$ cat src/rtl/branch_skip_unit.sv
module branch_skip_unit #(
  parameter int PC_W  = 22,
  parameter int OFS_W = 12,
  parameter int Z_W   = 16
) (
  input  logic                 clk,
  input  logic                 rst_n,
  input  logic [PC_W-1:0]      pc_i,
  input  logic [3:0]           cf_op,
  input  logic [OFS_W-1:0]     rel_ofs,
  input  logic [7:0]           sreg,
  input  logic [2:0]           bit_sel,
  input  logic                 test_bit,
  input  logic                 cmp_eq,
  input  logic [Z_W-1:0]       zptr,
  input  logic [PC_W-Z_W-1:0]  ext_addr,
  input  logic                 next_two_word,
  output logic [PC_W-1:0]      next_pc,
  output logic                 taken,
  output logic [1:0]           cycles
);
  localparam int EXT_W = PC_W - Z_W;
  localparam logic [3:0] OP_RJMP = 4'd1, OP_IJMP = 4'd2, OP_EIJMP = 4'd3,
                         OP_BSET = 4'd4, OP_BCLR = 4'd5, OP_SKEQ = 4'd6,
                         OP_SKBC = 4'd7, OP_SKBS = 4'd8;

  logic [PC_W-1:0] ofs_ext, pc_seq, pc_rel, pc_skip, pc_d;
  logic            flag, br_hit, sk_hit, tk_d;
  logic [1:0]      cy_d;

  assign ofs_ext = {{(PC_W-OFS_W){rel_ofs[OFS_W-1]}}, rel_ofs};
  assign pc_seq  = pc_i + PC_W'(1);
  assign pc_rel  = pc_seq + ofs_ext;
  assign pc_skip = pc_i + (next_two_word ? PC_W'(3) : PC_W'(2));
  assign flag    = sreg[bit_sel];
  assign br_hit  = (cf_op == OP_BSET && flag) || (cf_op == OP_BCLR && !flag);
  assign sk_hit  = (cf_op == OP_SKEQ && cmp_eq) || (cf_op == OP_SKBC && !test_bit) ||
                   (cf_op == OP_SKBS && test_bit);

  always_comb begin
    pc_d = pc_seq;
    tk_d = 1'b0;
    cy_d = 2'd1;
    case (cf_op)
      OP_RJMP:  begin pc_d = pc_rel; tk_d = 1'b1; cy_d = 2'd2; end
      OP_IJMP:  begin pc_d = {{EXT_W{1'b0}}, zptr}; tk_d = 1'b1; cy_d = 2'd2; end
      OP_EIJMP: begin pc_d = {ext_addr, zptr}; tk_d = 1'b1; cy_d = 2'd2; end
      OP_BSET, OP_BCLR:
        if (br_hit) begin pc_d = pc_rel; tk_d = 1'b1; cy_d = 2'd2; end
      OP_SKEQ, OP_SKBC, OP_SKBS:
        if (sk_hit) begin
          pc_d = pc_skip;
          tk_d = 1'b1;
          cy_d = next_two_word ? 2'd3 : 2'd2;
        end
      default: ;
    endcase
  end

  always_ff @(posedge clk) begin
    if (!rst_n) begin
      next_pc <= '0;
      taken   <= 1'b0;
      cycles  <= 2'd1;
    end else begin
      next_pc <= pc_d;
      taken   <= tk_d;
      cycles  <= cy_d;
    end
  end
endmodule

$ cat config.mk
export PLATFORM = sky130hd
export DESIGN_NAME = branch_skip_unit
export DESIGN_NICKNAME = d
export VERILOG_FILES = /design/src/rtl/branch_skip_unit.sv
export SDC_FILE = /design/constraint.sdc
export NUM_CORES = 1
export LEC_CHECK = 0
export BUFFER_PORTS_ARGS = -buffer_cell sky130_fd_sc_hd__buf_2
export CORE_ASPECT_RATIO = 1.25
export CORE_MARGIN = 5
export CORE_UTILIZATION = 55
export CTS_CLUSTER_SIZE = 30
export DETAILED_ROUTE_END_ITERATION = 16
export PLACE_DENSITY_LB_ADDON = 0.08
export SLEW_MARGIN = 20
export SYNTH_ARGS = -nofsm -noshare
export SYNTH_HDL_FRONTEND = slang
export SYNTH_SLANG_ARGS = --single-unit
$ cat constraint.sdc
create_clock -name clk -period 8.1 [get_ports clk]
set_input_delay 0.81 -clock clk [delete_from_list [all_inputs] [get_ports clk]]
set_output_delay 0.81 -clock clk [all_outputs]
set_load 0.01 [all_outputs]
==> impl_metrics.tcl <==
set metrics [dict create \
    die_height_um 95.9 \
    dp_hpwl_mm 8.37 \
    final_nets 622 \
    grt_pass1_vias 3578 \
    rsz0062_at_grt "false" \
    postLayoutCoreUtil_pct 66.0 \
    gr-total-overflow 0 \
    period_needed_ns 3.71 \
    cp.arrival_ns 3.87 \
    cts_resized 0 \
    cts.sinks 24 \
    vias 3631 \
    post_cts_buffers 0 \
    ir_drop_mv 0.0983 \
    leakage_uw 0.00169 \
    syn-num-nets 538 \
    antenna_found_initial 0 \
    core_mm2 0.00578 \
    max_clock_freq_mhz 269 \
    avgViaCountPerCell 6.26 \
    ant_nets 0 \
    synth_area_leaders "dfxtp_1 15%, ha_1 12%, xnor2_1 8.6%, xor2_1 6.5%, nand2_1 5.3%" \
    synth_cell_type_count 66 \
    fin_tns_setup_ns 0 \
    p_clk_share_pct 24.4 \
    portBuffers 100 \
    ys.flop_type "dfxtp_1" \
    dr.pass1.iters 7 \
    cp-start-kind "input port" \
    setup_viol 0 \
    place_congestion 0.910 \
    worstPathRequired_ns 8.26 \
    grt_usage_pct 27.5 \
    seqPwrFrac_pct 28.6 \
    initial_core_util_pct 56.2 \
    clockBufferDepth 2 \
    yosys.area.top_type "dfxtp_1" \
    grt_max_degree 21 \
    ys_warn_count 0 \
    dieWidth_um 78.7 \
    synthCells 431 \
    grt_pass1_wl_mm 16.4 \
    ios 101 \
    cts_inserted_buffers 3 \
    synth_area_per_cell_um2 7.54 \
    area_growth_pct 17.5 \
    worst_slew_pin_slew_ns 0.881 \
    comb_power_share_pct 47.0 \
    die_area_mm2 0.00755 \
    netlist.area_leader.share_pct 14.8 \
    drive_above_1_share_pct 23.0 \
    slew_headroom_pct 40.8 \
    syn_area_mm2 0.00325 \
    drc 0 \
    cp-end-kind "flop" \
    slew_violations 0 \
    cts_max_level 1 \
    hold_buffers 0 \
    root_buffer "clkbuf_8" \
    drv_cap 0 \
    clk_pin_slew_worst_paths_ns 0.10 \
    min_period_over_period_pct 45.9 \
    drt_first_iter_violations 227 \
    cts_tree "done" \
    std_cell_rows 31 \
    synth-edff-count 0 \
    status "completed" \
    power_density_mw_per_mm2 122 \
    ys_seq_elements 24 \
    n_antenna_cell 0 \
    criticalPathCategory "in2reg" \
    wl_mm 10.5 \
    netSwitchingFraction_pct 38.2 \
    routedWlPerCell_um 18.0 \
    async_flop_share_pct 0 \
    ys_seq_area_share_pct 14.8 \
    hold_violations 0 \
    path_max_fanout 9 \
    worst_hold_path_type "in2reg" \
    intPower_uw 287 \
    p_sw_uw 177 \
]
==> power groups by stage <==
stage	logic [uW]	clock network (uW)	registers, uW
floorplan	139	0	142
global placement	212	0	135
detailed placement	214	0	136
CTS	216	117	133
global route	238	120	134
finish	218	113	133
==> path summary, 6_finish.rpt <==
kind,slack (ns),endpoint,depth (start not counted),start
min,0.80,cycles[0]$_SDFF_PN1_,3,next_two_word
max,4.39,next_pc[21]$_SDFF_PN0_,13,pc_i[0]
==> cell usage after synthesis (4+ instances only) <==
master    count
a211oi_1      4
a21o_1        6
a21oi_1      25
a22oi_1      16
clkbuf_1     16
dfxtp_1      24
ha_1         30
inv_1        16
nand2_1      46
nand2b_1      4
nand3_1      18
nand4_1      15
nor2_1       27
nor2b_1       5
nor3_1        9
o21ai_0      18
o21ai_1      12
o221ai_1      8
or3_1         5
xnor2_1      32
xor2_1       24
==> critical path: stages <==
cell	delay (ns)
buf_2	0.12
ha_1	0.23
inv_1	0.10
nor3_2	0.48
nand3_1	0.16
xnor2_1	0.17
ha_1	0.48
nand2_1	0.14
or3_1	0.43
or3_1	0.32
o211ai_1	0.21
xnor2_1	0.14
o21ai_1	0.07
==> layout by cell type, fill, tap and decap left out, types with 3 or more instances in the layout <==
master     Yosys  final
ha_1          30     30
a211o_1        3      3
nand2_1       46     46
a31oi_1        3      3
nor2b_1        5      5
a22oi_1       16     16
a21boi_0       3      3
nand3_1       18     18
inv_1         16     16
xnor2_1       32     32
a211oi_1       4      4
a2bb2oi_1      3      3
xor2_1        24     24
a222oi_1       3      3
nand2b_1       4      4
clkbuf_8       0      3
a21o_1         6      6
o21ai_0       18     17
nand4_1       15     15
buf_2          3    100
o221ai_1       8      8
o31ai_1        3      3
nor3_1         9      9
nor2_1        27     27
and3_1         3      3
dfxtp_1       24     24
a21oi_1       25     25
or3_1          5      5
o21ai_1       12     13
==> metrics by stage <==
step	power, uW	worst slack (ns)	instances	area (um2)	hold WS, ns
final	464	4.39	580	3820	0.801
after global routing	492	4.19	580	3820	0.805
after CTS	465	4.43	580	3820	0.805
after detailed placement	350	4.14	576	3740	1.10
after global placement	347	4.20	576	3740	1.10
after floorplan	281	4.37	431	3250	0.943
==> registers in the layout (all words and copies together), names as in the netlist <==
signal   count
cycles       1
taken        1
next_pc     22
==> layout make-up <==
type	count	area [um2]
clock buffer	3	41.3
inverter	16	60.1
clock inverter	1	30.0
fill	519	1960
sequential	24	480
tap	66	82.6
timing repair buffer	101	508
multi-input combinational	369	2610
==> routing by layer <==
| layer | GRT usage [%] | up-vias | share of wire [%] | routed length [um] |
|---|---|---|---|---|
| met5 | 0 | - | 0 | 0 |
| li1 | - | 1769 | - | - |
| met4 | 13.1 | 0 | 3.0 | 318 |
| met3 | 3.46 | 26 | 6.2 | 652 |
| met2 | 52.5 | 154 | 52 | 5450 |
| met1 | 29.8 | 1682 | 39 | 4030 |
==> cell families after synthesis <==
kind of cell,Yosys count,synth area share (%)
simple gates,145,21.7
compound gates,131,28.3
xor+xnor,56,15.1
buf+inv,38,4.74
fa+ha+maj,31,12.2
flops,24,14.8
mux,6,3.16
Power figures use the tool's default switching activity.
